## config.mk

```make
export PLATFORM = sky130hd
export DESIGN_NAME = dma_err_capture
export DESIGN_NICKNAME = d
export VERILOG_FILES = /design/src/rtl/errcap_pkg.sv /design/src/rtl/errcap_flags.sv /design/src/rtl/errcap_context.sv /design/src/rtl/errcap_regif.sv /design/src/rtl/dma_err_capture.sv
export SDC_FILE = /design/constraint.sdc
export NUM_CORES = 1
export LEC_CHECK = 0
export ABC_CLOCK_PERIOD_IN_PS = 2800
export BUFFER_PORTS_ARGS = -buffer_cell sky130_fd_sc_hd__buf_2
export CAP_MARGIN = 20
export CORE_UTILIZATION = 40
export DETAILED_ROUTE_END_ITERATION = 7
export GPL_TIMING_DRIVEN = 0
export HOLD_SLACK_MARGIN = 0.15
export PLACE_DENSITY = 0.79
export SLEW_MARGIN = 10
export SYNTH_ARGS = -nofsm -noshare
export SYNTH_HDL_FRONTEND = slang
export SYNTH_SLANG_ARGS = --single-unit
```

## constraint.sdc

```tcl
create_clock -name clk -period 2.8 [get_ports clk]
set_input_delay 0.14 -clock clk [delete_from_list [all_inputs] [get_ports clk]]
set_output_delay 0.14 -clock clk [all_outputs]
set_load 0.03 [all_outputs]
```

## src/rtl/errcap_pkg.sv

```systemverilog
package errcap_pkg;

    localparam int REG_W     = 64;

    localparam int P_RD_BIT  = 62;
    localparam int P_WR_BIT  = 61;
    localparam int P_XL_BIT  = 56;
    localparam int S_RD_BIT  = 59;
    localparam int S_WR_BIT  = 58;
    localparam int S_XL_BIT  = 57;

    localparam int BMASK_W   = 16;
    localparam int BMASK_LSB = 32;
    localparam int OFF_W     = 3;
    localparam int OFF_LSB   = 29;
    localparam int BLK_BIT   = 23;
    localparam int SYND_W    = 8;
    localparam int SYND_LSB  = 48;

    localparam logic [REG_W-1:0] FLAG_MASK =
        (64'd1 << P_RD_BIT) | (64'd1 << P_WR_BIT) | (64'd1 << P_XL_BIT) |
        (64'd1 << S_RD_BIT) | (64'd1 << S_WR_BIT) | (64'd1 << S_XL_BIT);

    typedef enum logic [1:0] {
        EK_READ  = 2'd0,
        EK_WRITE = 2'd1,
        EK_XLATE = 2'd2,
        EK_NONE  = 2'd3
    } err_kind_e;

    typedef struct packed {
        logic xl;
        logic wr;
        logic rd;
    } kind_vec_t;

endpackage

```

## src/rtl/errcap_flags.sv

```systemverilog
module errcap_flags
    import errcap_pkg::*;
#(
    parameter bit XLATE_EN = 1'b1
) (
    input  logic      clk,
    input  logic      rst_n,
    input  logic      ev_valid,
    input  err_kind_e ev_kind,
    input  kind_vec_t clr_prim,
    input  kind_vec_t clr_sec,
    output kind_vec_t prim_q,
    output kind_vec_t sec_q,
    output logic      prim_any,
    output logic      ctx_load
);

    typedef struct packed {
        kind_vec_t prim;
        kind_vec_t sec;
    } flag_st_t;

    flag_st_t  st_d, st_q;
    kind_vec_t hit_raw, hit, kind_ok;

    generate
        if (XLATE_EN) begin : g_xlate
            assign kind_ok = kind_vec_t'(3'b111);
        end else begin : g_no_xlate
            assign kind_ok = kind_vec_t'(3'b011);
        end
    endgenerate

    always_comb begin
        hit_raw = '0;
        if (ev_valid) begin
            case (ev_kind)
                EK_READ:  hit_raw.rd = 1'b1;
                EK_WRITE: hit_raw.wr = 1'b1;
                EK_XLATE: hit_raw.xl = 1'b1;
                default:  hit_raw    = '0;
            endcase
        end
    end

    assign hit      = hit_raw & kind_ok;
    assign prim_any = |st_q.prim;
    assign ctx_load = (|hit) && !prim_any;
    assign prim_q   = st_q.prim;
    assign sec_q    = st_q.sec;

    // Set beats clear: the clear mask is applied first, the event OR'ed after.
    always_comb begin
        st_d      = st_q;
        st_d.prim = (st_q.prim & ~clr_prim) | (prim_any ? kind_vec_t'('0) : hit);
        st_d.sec  = (st_q.sec  & ~clr_sec)  | (prim_any ? hit : kind_vec_t'('0));
    end

    always_ff @(posedge clk) begin
        if (!rst_n) st_q <= '0;
        else        st_q <= st_d;
    end

    // never more than one primary flag
    a_r1_single_primary: assert property (@(posedge clk) disable iff (!rst_n)
        $onehot0(prim_q));

    // a pending primary blocks any new primary flag
    a_r2_no_new_primary: assert property (@(posedge clk) disable iff (!rst_n)
        (prim_any && ev_valid) |=> ((prim_q & ~$past(prim_q)) == 3'b000));

    // a clear with no competing event removes the flag
    a_r4_clear_read: assert property (@(posedge clk) disable iff (!rst_n)
        (clr_prim.rd && !(ev_valid && ev_kind == EK_READ)) |=> !prim_q.rd);

    // an event on an idle unit wins over a same-cycle clear
    a_r5_set_wins: assert property (@(posedge clk) disable iff (!rst_n)
        (ev_valid && ev_kind == EK_READ && !prim_any) |=> prim_q.rd);

    generate
        if (!XLATE_EN) begin : g_chk_no_xlate
            // translation flags stay clear in the correctable variant
            a_r7_no_xlate: assert property (@(posedge clk) disable iff (!rst_n)
                (ev_valid && ev_kind == EK_XLATE) |=> !$rose(prim_q.xl) && !$rose(sec_q.xl));
        end
    endgenerate

endmodule

```

## src/rtl/errcap_context.sv

```systemverilog
module errcap_context
    import errcap_pkg::*;
#(
    parameter int ADDR_W  = 48,
    parameter bit SYND_EN = 1'b0
) (
    input  logic               clk,
    input  logic               rst_n,
    input  logic               ctx_load,
    input  logic               prim_any,
    input  logic [ADDR_W-1:0]  ev_addr,
    input  logic [BMASK_W-1:0] ev_bmask,
    input  logic               ev_block,
    input  logic [SYND_W-1:0]  ev_synd,
    output logic [ADDR_W-1:0]  ctx_addr,
    output logic [BMASK_W-1:0] ctx_bmask,
    output logic               ctx_block,
    output logic [SYND_W-1:0]  ctx_synd
);

    typedef struct packed {
        logic [ADDR_W-1:0]  addr;
        logic [BMASK_W-1:0] bmask;
        logic               block;
        logic [SYND_W-1:0]  synd;
    } ctx_st_t;

    ctx_st_t ctx_d, ctx_q;

    always_comb begin
        ctx_d = ctx_q;
        if (ctx_load) begin
            ctx_d.addr  = ev_addr;
            ctx_d.bmask = ev_bmask;
            ctx_d.block = ev_block;
            ctx_d.synd  = SYND_EN ? ev_synd : '0;
        end
    end

    always_ff @(posedge clk) begin
        if (!rst_n) ctx_q <= '0;
        else        ctx_q <= ctx_d;
    end

    assign ctx_addr  = ctx_q.addr;
    assign ctx_bmask = ctx_q.bmask;
    assign ctx_block = ctx_q.block;
    assign ctx_synd  = ctx_q.synd;

    // context frozen while a primary is pending
    a_r3_ctx_hold: assert property (@(posedge clk) disable iff (!rst_n)
        prim_any |=> $stable(ctx_q));

    // capture takes the event's address
    a_r3_ctx_capture: assert property (@(posedge clk) disable iff (!rst_n)
        ctx_load |=> (ctx_addr == $past(ev_addr)));

endmodule

```

## src/rtl/errcap_regif.sv

```systemverilog
module errcap_regif
    import errcap_pkg::*;
#(
    parameter int ADDR_W = 48
) (
    input  logic               reg_wr,
    input  logic               reg_sel,
    input  logic [REG_W-1:0]   reg_wdata,
    input  kind_vec_t          prim_q,
    input  kind_vec_t          sec_q,
    input  logic [ADDR_W-1:0]  ctx_addr,
    input  logic [BMASK_W-1:0] ctx_bmask,
    input  logic               ctx_block,
    input  logic [SYND_W-1:0]  ctx_synd,
    output logic [REG_W-1:0]   reg_rdata,
    output kind_vec_t          clr_prim,
    output kind_vec_t          clr_sec
);

    logic [REG_W-1:0] status_w, addr_w, clr_w;

    always_comb begin
        status_w                             = '0;
        status_w[P_RD_BIT]                   = prim_q.rd;
        status_w[P_WR_BIT]                   = prim_q.wr;
        status_w[P_XL_BIT]                   = prim_q.xl;
        status_w[S_RD_BIT]                   = sec_q.rd;
        status_w[S_WR_BIT]                   = sec_q.wr;
        status_w[S_XL_BIT]                   = sec_q.xl;
        status_w[SYND_LSB +: SYND_W]         = ctx_synd;
        status_w[BMASK_LSB +: BMASK_W]       = ctx_bmask;
        status_w[OFF_LSB +: OFF_W]           = ctx_addr[5:3];
        status_w[BLK_BIT]                    = ctx_block;
    end

    assign addr_w    = REG_W'(ctx_addr);
    assign reg_rdata = reg_sel ? addr_w : status_w;

    assign clr_w = (reg_wr && !reg_sel) ? (reg_wdata & FLAG_MASK) : '0;

    always_comb begin
        clr_prim.rd = clr_w[P_RD_BIT];
        clr_prim.wr = clr_w[P_WR_BIT];
        clr_prim.xl = clr_w[P_XL_BIT];
        clr_sec.rd  = clr_w[S_RD_BIT];
        clr_sec.wr  = clr_w[S_WR_BIT];
        clr_sec.xl  = clr_w[S_XL_BIT];
    end

    // the address register never produces a clear
    always_comb begin
        if (reg_sel) begin
            a_r9_addr_no_clear: assert ((clr_prim == 3'b000) && (clr_sec == 3'b000));
        end
    end

endmodule

```

## src/rtl/dma_err_capture.sv

```systemverilog
module dma_err_capture
    import errcap_pkg::*;
#(
    parameter int ADDR_W      = 48,
    parameter bit CORRECTABLE = 1'b0
) (
    input  logic              clk,
    input  logic              rst_n,
    input  logic              ev_valid,
    input  logic [1:0]        ev_kind,
    input  logic [ADDR_W-1:0] ev_addr,
    input  logic [15:0]       ev_bmask,
    input  logic              ev_block,
    input  logic [7:0]        ev_synd,
    input  logic              reg_wr,
    input  logic              reg_sel,
    input  logic [63:0]       reg_wdata,
    output logic [63:0]       reg_rdata,
    output logic              irq
);

    localparam bit XLATE_EN = !CORRECTABLE;
    localparam bit SYND_EN  = CORRECTABLE;

    kind_vec_t          prim_q, sec_q, clr_prim, clr_sec;
    logic               prim_any, ctx_load;
    logic [ADDR_W-1:0]  ctx_addr;
    logic [BMASK_W-1:0] ctx_bmask;
    logic               ctx_block;
    logic [SYND_W-1:0]  ctx_synd;

    errcap_flags #(.XLATE_EN(XLATE_EN)) u_flags (
        .clk      (clk),
        .rst_n    (rst_n),
        .ev_valid (ev_valid),
        .ev_kind  (err_kind_e'(ev_kind)),
        .clr_prim (clr_prim),
        .clr_sec  (clr_sec),
        .prim_q   (prim_q),
        .sec_q    (sec_q),
        .prim_any (prim_any),
        .ctx_load (ctx_load)
    );

    errcap_context #(.ADDR_W(ADDR_W), .SYND_EN(SYND_EN)) u_ctx (
        .clk       (clk),
        .rst_n     (rst_n),
        .ctx_load  (ctx_load),
        .prim_any  (prim_any),
        .ev_addr   (ev_addr),
        .ev_bmask  (ev_bmask),
        .ev_block  (ev_block),
        .ev_synd   (ev_synd),
        .ctx_addr  (ctx_addr),
        .ctx_bmask (ctx_bmask),
        .ctx_block (ctx_block),
        .ctx_synd  (ctx_synd)
    );

    errcap_regif #(.ADDR_W(ADDR_W)) u_regif (
        .reg_wr    (reg_wr),
        .reg_sel   (reg_sel),
        .reg_wdata (reg_wdata),
        .prim_q    (prim_q),
        .sec_q     (sec_q),
        .ctx_addr  (ctx_addr),
        .ctx_bmask (ctx_bmask),
        .ctx_block (ctx_block),
        .ctx_synd  (ctx_synd),
        .reg_rdata (reg_rdata),
        .clr_prim  (clr_prim),
        .clr_sec   (clr_sec)
    );

    assign irq = prim_any;

    // the interrupt only rises after an event
    a_r6_irq_source: assert property (@(posedge clk) disable iff (!rst_n)
        $rose(irq) |-> $past(ev_valid));

    // a status write clearing every primary with no event drops irq
    a_r6_irq_release: assert property (@(posedge clk) disable iff (!rst_n)
        (reg_wr && !reg_sel && reg_wdata[P_RD_BIT] && reg_wdata[P_WR_BIT] &&
         reg_wdata[P_XL_BIT] && !ev_valid) |=> !irq);

endmodule

```

==> results of run 1 <==
==> flip-flops by register name, indices dropped and copies added (netlist names) <==
name and cells:
u_flags.sec_q 3, u_flags.prim_q 3, u_ctx.ctx_bmask 16, u_ctx.ctx_block 1, u_ctx.ctx_addr 48
==> layer usage <==
layer	vias up	global-route usage, %	part of all wire [%]	wire [um]
met5	-	0	0	0
met3	19	6.220	6.1	595
met1	1492	23.91	44	4216
met4	0	5.682	1.5	144
li1	1665	-	-	-
met2	121	38.75	49	4722
==> power by group through the flow <==
| stage | Sequential (mW) | Combinational [mW] | Clock, mW |
|---|---|---|---|
| global placement | 1.14 | 0.524 | 0 |
| detailed placement | 1.14 | 0.532 | 0 |
| global route | 1.13 | 0.658 | 0.795 |
| floorplan | 1.13 | 0.386 | 0 |
| CTS | 1.12 | 0.608 | 0.757 |
| finish | 1.12 | 0.614 | 0.737 |
==> critical path, stage by stage, from the launching register on <==
cell and delay (ps):
dfxtp_1 350, nor3_4 270, inv_1 130, or3_1 350, a21boi_0 140, dlygate4sd3_1 560
==> placed cells by master, fill, tap and decap left out, types with 6 or more instances in the layout <==
| cell | synthesis | routed |
|---|---|---|
| clkbuf_1 | 18 | 20 |
| buf_12 | 6 | 6 |
| nor2b_1 | 9 | 9 |
| clkbuf_8 | 0 | 11 |
| conb_1 | 1 | 10 |
| dfxtp_1 | 71 | 71 |
| and2_1 | 28 | 28 |
| nand2_1 | 132 | 132 |
| mux2_2 | 20 | 20 |
| dlygate4sd3_1 | 0 | 70 |
| buf_2 | 4 | 135 |
| buf_4 | 11 | 11 |
| mux2i_1 | 65 | 65 |
==> final cells by class <==
type,instances,area share [%]
tap,105,2.539
clock inverter,3,0.3386
inverter,1,0.07255
multi-input combinational,283,34.68
buffer,39,5.611
clock buffer,13,3.071
sequential,71,27.47
timing repair buffer,201,26.22
==> worst paths after layout <==
check | startpoint | end | cells past startpoint
min reg2reg | u_ctx.ctx_addr[9]$_SDFFE_PN0P_ | u_ctx.ctx_addr[9]$_SDFFE_PN0P_ | 2
max | u_flags.prim_q[1]$_SDFF_PN0_ | u_flags.prim_q[2]$_SDFF_PN0_ | 5
max reg2reg | u_flags.prim_q[1]$_SDFF_PN0_ | u_flags.prim_q[2]$_SDFF_PN0_ | 5
min | reg_wdata[62] | u_flags.prim_q[0]$_SDFF_PN0_ | 4
==> cell families after synthesis <==
group	synth area share, %
flops	40.89
compound gates	2.232
buf+inv	8.459
simple gates	23.11
mux	25.20
other cells	0.1079
==> timing repair <==
action / in CTS / in global routing
endpoints found under the hold margin: 69 / 0
gates resized for setup: 0 / 0
hold buffers: 70 / 0
==> results.cfg, run 1 <==
[power]
p_sw_mw = 0.7259
comb_power_share_pct = 24.8
swShare_pct = 29.40
p_leak_nw = 2.488
peakVddDrop_mv = 0.3036
total_power_mw = 2.469
clock_power_share_pct = 29.8
powerDensity_nw_per_um2 = 477.3
seqPwrFrac_pct = 45.3
p_int_mw = 1.743

[synthesis]
yosysTopAreaCell = dfxtp_1
synth_area_leaders = dfxtp_1, mux2i_1, nand2_1, mux2_2, and2_1
synth.distinct_cells = 23
synth_top_flop_cell = dfxtp_1
synth.top_cell.area_share_pct = 40.89
syn_area_per_cell_sq_um = 9.028
async_flop_share_pct = 0
synth_seq_cells = 71
synth_edf_count = 0
syn_inst = 385
ys_seq_area_share_pct = 40.89
synth_commonest_cells = nand2_1, dfxtp_1, mux2i_1
yosys_warnings = 0
yosysMostFrequentCell = nand2_1
netlist_area_sq_um = 3476

[cts]
clk_latency_ps = 330
root_buffer = clkbuf_8
clock_path_buffers = 2
numCtsBuffers = 9
cts_tree = done
clk_pin_slew_ps = 70
h-tree-depth = 3
cts.sinks = 71
postCtsSetupBuffers = 0

[critical_path]
r2r_slack_ps = 960
crit_type = flop to flop
cp_max_fo = 5
arrival_ps = 2120
crit_required_ps = 3080
cp-end-kind = flop
worstSetupStartpointType = flop

[flow_run]
max-cap-violations = 0

[global_route]
grt_max_degree = 12
grt_pass1_vias = 3342
overflow = 0
antenna_found_initial = 0
grt.total_usage_pct = 21.26
grt_pass1_wl_um = 14950

[detailed_routing]
viasPerCell = 4.605
drc_errors = 0
drt_pass1_iterations = 4
drtAntennaViolNets = 0
vias = 3297
wire_per_inst_um = 13.52
routed_wl_um = 9679
drtIter0Drc = 89

[floorplan]
io_pins = 209
die-area_sq_um = 9066
initial_core_util_pct = 41.88
die_h_um = 95.22
die_w_um = 95.22
core-area_sq_um = 8299
rows = 33

[placement]
pre_cts_slack_ps = 1091
placed_cell_area_sq_um = 4297
dp.cells = 630
portBuffers = 131
gp_congestion = 0.7655
place_hpwl_um = 6280

[timing]
fmax_ghz = 0.5436
setup_viol_count_final = 0
finalMaxSlewViolations = 0
worstMarginPinSlew_ps = 699.0
fin_ws_ps = 960.4
post-route-min-period_ps = 1840
slew_headroom_pct = 53.40
fin_skew_ps = 11.14
rsz0062_at_grt = no
hold_slack_ps = 187.5
fin_setup_tns_ps = 0
hold_viol_final = 0
period_share_pct = 65.70

[layout]
utilization_pct = 62.34
area_growth_pct = 48.85
final_cells = 716
nFillCells = 701
n_antenna_cell = 0
final_layout_size_suffix_gt1_share_pct = 30.77
seqCellArea_sq_um = 1421
multi_input_area_sq_um = 1794
final_area_sq_um = 5174
fin_nets = 750

[run_status]
status = finished clean

[min_path]
hp-class = primary input to flop
(Power assumes the default switching activity.)
==> run 2, diff against run 1 <==
--- a/config.mk
+++ b/config.mk
@@ -5,7 +5,8 @@
 export SDC_FILE = /design/constraint.sdc
 export NUM_CORES = 1
 export LEC_CHECK = 0
-export ABC_CLOCK_PERIOD_IN_PS = 2800
+export ABC_AREA = 1
+export ABC_CLOCK_PERIOD_IN_PS = 1700
 export BUFFER_PORTS_ARGS = -buffer_cell sky130_fd_sc_hd__buf_2
 export CAP_MARGIN = 20
 export CORE_UTILIZATION = 40
==> constraint.sdc (replaced) <==
create_clock -name clk -period 1.7 [get_ports clk]
set_input_delay 0.085 -clock clk [delete_from_list [all_inputs] [get_ports clk]]
set_output_delay 0.085 -clock clk [all_outputs]
set_load 0.03 [all_outputs]
==> results.cfg, run 2 <==
[run_status]
status = finished clean

[critical_path]
crit_type = primary input to flop
worstSetupStartpointType = primary input
max_stage_delay_ps = 570
cpMaxStageDelayCell = dlygate4sd3_1
arrival_ps = 1720
cp_max_fo = 2
cp_top_family = buffers and inverters
crit_chain = dlygate4sd3_1 -> buf_2 -> inv_1 -> nand2_1 -> nor2_1 -> dlygate4sd3_1 -> nand2_1 -> a21oi_1
cp-end-kind = flop
cp_num_buf_inv = 4
crit_required_ps = 1960

[detailed_routing]
wire_per_inst_um = 11.58
routed_wl_um = 10720
vias = 4065
drc_errors = 0
viasPerCell = 4.395
drtAntennaViolNets = 0
drt_pass1_iterations = 4
drtIter0Drc = 176

[placement]
pre_cts_slack_ps = 342.3
gp_congestion = 0.8375
portBuffers = 131
place_hpwl_um = 6502

[cts]
numCtsBuffers = 9
clk_latency_ps = 340
root_buffer = clkbuf_8
cts.sinks = 71
clk_pin_slew_ps = 70
clock_path_buffers = 2
cts_tree = done
h-tree-depth = 3

[floorplan]
io_pins = 209
initial_core_util_pct = 41.93
rows = 33
die_h_um = 95.27
core-area_sq_um = 8299
die_w_um = 95.27
die-area_sq_um = 9076

[global_route]
grt_max_degree = 12
antenna_found_initial = 0
grt_pass1_wl_um = 16660
grt_pass1_vias = 3793
grt.total_usage_pct = 23.86
overflow = 0

[synthesis]
netlist_area_sq_um = 3480
syn_inst = 582
synth_top_flop_cell = dfxtp_1
yosys_warnings = 0
yosysMostFrequentCell = nand2_1
synth_seq_cells = 71
ys_seq_area_share_pct = 40.85
async_flop_share_pct = 0
synth.distinct_cells = 16
yosysTopAreaCell = dfxtp_1
synth.top_cell.area_share_pct = 40.85
synth_commonest_cells = nand2_1, nor2_1, inv_1
synth_edf_count = 0
syn_area_per_cell_sq_um = 5.979
synth_area_leaders = dfxtp_1, nand2_1, nor2_1, inv_1, o21ai_0

[flow_run]
max-cap-violations = 0

[layout]
final_layout_size_suffix_gt1_share_pct = 21.22
fin_nets = 960
final_common_cell = nand2_1
largest_reg_flops = 48
nFillCells = 699
mostFrequentLayoutCells = nand2_1, buf_2, nor2_1
area_growth_pct = 53.15
n_antenna_cell = 0

[timing]
fin_setup_tns_ps = 0
worstMarginPinSlew_ps = 613.3
setup_viol_count_final = 0
post-route-min-period_ps = 1459
slew_headroom_pct = 59.12
fin_skew_ps = 7.676
fmax_ghz = 0.6856
hold_viol_final = 0
finalMaxSlewViolations = 0
fin_ws_ps = 241.4
hold_slack_ps = 244.8
rsz0062_at_grt = no
period_share_pct = 85.80

[power]
powerDensity_nw_per_um2 = 841.4
peakVddDrop_mv = 0.5029
p_leak_nw = 3.110

[min_path]
hp-class = primary input to flop
run 2: cell count changes after synthesis, moves of 20 or more:
cell     before  now
o21ai_0       0   20
mux2_2       20    0
nand2_1     132  192
inv_1         1  103
nor2_1        0  138
mux2i_1      65    0
and2_1       28    0
run 2: path summary, 6_finish.rpt:
kind | to | slack (ps) | cells past startpoint | start
min | u_ctx.ctx_addr[42]$_SDFFE_PN0P_ | 240 | 3 | rst_n
min reg2reg | u_flags.sec_q[1]$_SDFF_PN0_ | 480 | 2 | u_flags.sec_q[1]$_SDFF_PN0_
max reg2reg | u_ctx.ctx_bmask[4]$_SDFFE_PN0P_ | 370 | 8 | u_flags.prim_q[1]$_SDFF_PN0_
max | u_flags.sec_q[0]$_SDFF_PN0_ | 240 | 8 | ev_kind[0]
run 2: cell families (layout without fill, tap and decap cells):
kind of cell	after synthesis	in the layout	share of synthesized area, %
AOI/OAI and AO/OA	27	27	3.884
DFF	71	71	40.85
other	1	10	0.1078
and+or+nand+nor	339	339	37.11
buffers and inverters	144	373	18.05
run 2: what timing repair did:
action / 4_1_cts / 5_1_grt
setup buffers: 0 / 0
resized for setup: 0 / 0
hold endpoints to repair: 71 / 0
hold buffers: 83 / 0
run 2: layout make-up:
type	count	area [sq um]	share of cell area, %
Inverter	105	394.1	7.396
Multi-Input combinational cell	376	1464	27.47
Timing Repair Buffer	214	1486	27.89
Sequential cell	71	1421	26.67
Tap cell	105	131.4	2.465
Buffer	39	234.0	4.391
Clock inverter	3	42.54	0.7983
Clock buffer	12	155.1	2.911
run 2: power by group:
group	leakage (nW)	internal, mW	total (mW)	switching, mW
combinational	2.43	0.474	1.22	0.741
clock	0.0985	0.749	1.38	0.631
sequential	0.586	1.82	1.89	0.0693
run 2: worst reg2reg max path: cells and delay by family, from the launching register on:
| kind | cells | cell delay [ps] |
|---|---|---|
| buf+inv | 3 | 410 |
| flops | 1 | 330 |
| simple gates | 5 | 480 |
run 2: metal layers:
layer  share of wire (%)  vias to the layer above  track usage (%)
met2                  49                      156            41.90
met1                  42                     1780            27.21
li1                    -                     2102                -
met3                 5.7                       27            4.864
met5                   0                        -                0
met4                 2.7                        0            12.12
run 2: through the flow:
| step | util [%] | cells | power [mW] | cell area, sq um |
|---|---|---|---|---|
| after global placement | 51.82 | 827 | 2.940 | 4300 |
| after global routing | 64.21 | 925 | 4.712 | 5329 |
| after CTS | 64.21 | 925 | 4.486 | 5329 |
| after detailed placement | 51.82 | 827 | 2.967 | 4300 |
| final | 64.21 | 925 | 4.484 | 5329 |
| after floorplan | - | 591 | 2.653 | 3513 |
==> run 3, diff against run 2 <==
--- a/config.mk
+++ b/config.mk
@@ -14,6 +14,7 @@
 export GPL_TIMING_DRIVEN = 0
 export HOLD_SLACK_MARGIN = 0.15
 export PLACE_DENSITY = 0.79
+export REMOVE_ABC_BUFFERS = 1
 export SLEW_MARGIN = 10
 export SYNTH_ARGS = -nofsm -noshare
 export SYNTH_HDL_FRONTEND = slang
==> results.cfg, run 3 (synthesis results as in run 2) <==
[layout]
n_antenna_cell = 0
final_layout_size_suffix_gt1_share_pct = 20.03
final_area_sq_um = 5258
final_common_cell = nand2_1
mostFrequentLayoutCells = nand2_1, nor2_1, buf_2
largest_reg_flops = 48
area_growth_pct = 51.10
multi_input_area_sq_um = 1489
nFillCells = 716
seqCellArea_sq_um = 1421
fin_nets = 928

[placement]
gp_congestion = 0.7387
place_hpwl_um = 5075
placed_cell_area_sq_um = 4136
portBuffers = 132

[timing]
hold_slack_ps = 281.1
period_share_pct = 92.25
fin_skew_ps = 12.65
hold_viol_final = 0
fin_setup_tns_ps = 0
setup_viol_count_final = 0
finalMaxSlewViolations = 0
slew_headroom_pct = 45.79
fmax_ghz = 0.6376
rsz0062_at_grt = no
worstMarginPinSlew_ps = 813.2
post-route-min-period_ps = 1568

[floorplan]
die-area_sq_um = 9076
initial_core_util_pct = 41.93
rows = 33
die_w_um = 95.27
core-area_sq_um = 8299
io_pins = 209
die_h_um = 95.27

[detailed_routing]
drt_pass1_iterations = 4
wire_per_inst_um = 10.88
drtAntennaViolNets = 0
drc_errors = 0
drtIter0Drc = 127
routed_wl_um = 9727
vias = 3940
viasPerCell = 4.407

[power]
total_power_mw = 4.738
powerDensity_nw_per_um2 = 901.1
peakVddDrop_mv = 0.6166
p_leak_nw = 3.055

[cts]
clock_path_buffers = 2
h-tree-depth = 3
clk_pin_slew_ps = 80
numCtsBuffers = 9
cts.sinks = 71
clk_latency_ps = 330
cts_tree = done
root_buffer = clkbuf_8

[critical_path]
worstSetupStartpointType = primary input
arrival_ps = 1820
cpMaxStageDelayCell = dlygate4sd3_1
r2r_slack_ps = 200
crit_chain = buf_2 -> inv_1 -> nand3_1 -> dlygate4sd3_1 -> nand2_1 -> a21oi_1
crit_type = primary input to flop
crit_required_ps = 1960
max_stage_delay_ps = 540
cp_max_fo = 39
cp-end-kind = flop

[global_route]
overflow = 0
grt.total_usage_pct = 21.05
antenna_found_initial = 0
grt_pass1_vias = 3536
grt_max_degree = 67
grt_pass1_wl_um = 15010

[run_status]
status = finished clean

[flow_run]
max-cap-violations = 0

[min_path]
hp-class = primary input to flop
-- run 3: worst max-delay path, delay by kind of cell --
family / cells / cell delay [ps]
buf+inv: 3 / 1340
compound gates: 1 / 190
simple gates: 2 / 180
-- run 3: final timing paths --
| check | depth (start not counted) | endpoint | startpoint |
|---|---|---|---|
| worst max register to register | 8 | u_ctx.ctx_bmask[3]$_SDFFE_PN0P_ | u_flags.prim_q[0]$_SDFF_PN0_ |
| worst min register to register | 2 | u_flags.prim_q[1]$_SDFF_PN0_ | u_flags.prim_q[1]$_SDFF_PN0_ |
| worst min-delay path | 3 | u_ctx.ctx_addr[7]$_SDFFE_PN0P_ | rst_n |
| worst max-delay path | 6 | u_flags.sec_q[1]$_SDFF_PN0_ | reg_sel |
-- run 3: cell type report --
class                           instances  area share (%)
Inverter                              105           7.496
Clock inverter                          5           1.975
Sequential cell                        71           27.03
Multi-Input combinational cell        377           28.32
Tap cell                              105           2.499
Clock buffer                           11           2.880
Timing Repair Buffer                  220           29.80
-- run 3: through the flow --
stage               util [%]  instances  setup WS [ps]
floorplan                  -        552         -277.6
global placement       49.06        789         -783.2
detailed placement     49.84        792          4.878
CTS                    63.03        891          115.6
global route           63.35        894          36.37
finish                 63.35        894          131.7
-- run 3: repair_timing --
action                     4_1_cts  5_1_grt
hold buffers                    83        0
setup endpoints to repair        4        7
gates resized for setup          1        0
setup buffers                    0        2
cloned                           0        1
pin swaps                        0        1
hold endpoints to repair        71        0
-- run 3: routing by layer --
layer / share of wire [%] / wire length [um] / GRT usage [%]
met5: 0 / 0 / 0
met4: 2.1 / 206 / 8.333
met3: 5.7 / 551 / 4.705
met2: 51 / 4959 / 39.94
met1: 41 / 4009 / 22.22
-- run 3: report_power, final --
part / internal (mW) / leakage (nW) / switching [mW] / total [mW]
Combinational: 0.446 / 2.34 / 0.717 / 1.16
Clock: 1.06 / 0.130 / 0.631 / 1.69
Sequential: 1.82 / 0.586 / 0.0682 / 1.89
Total: 3.32 / 3.05 / 1.42 / 4.74
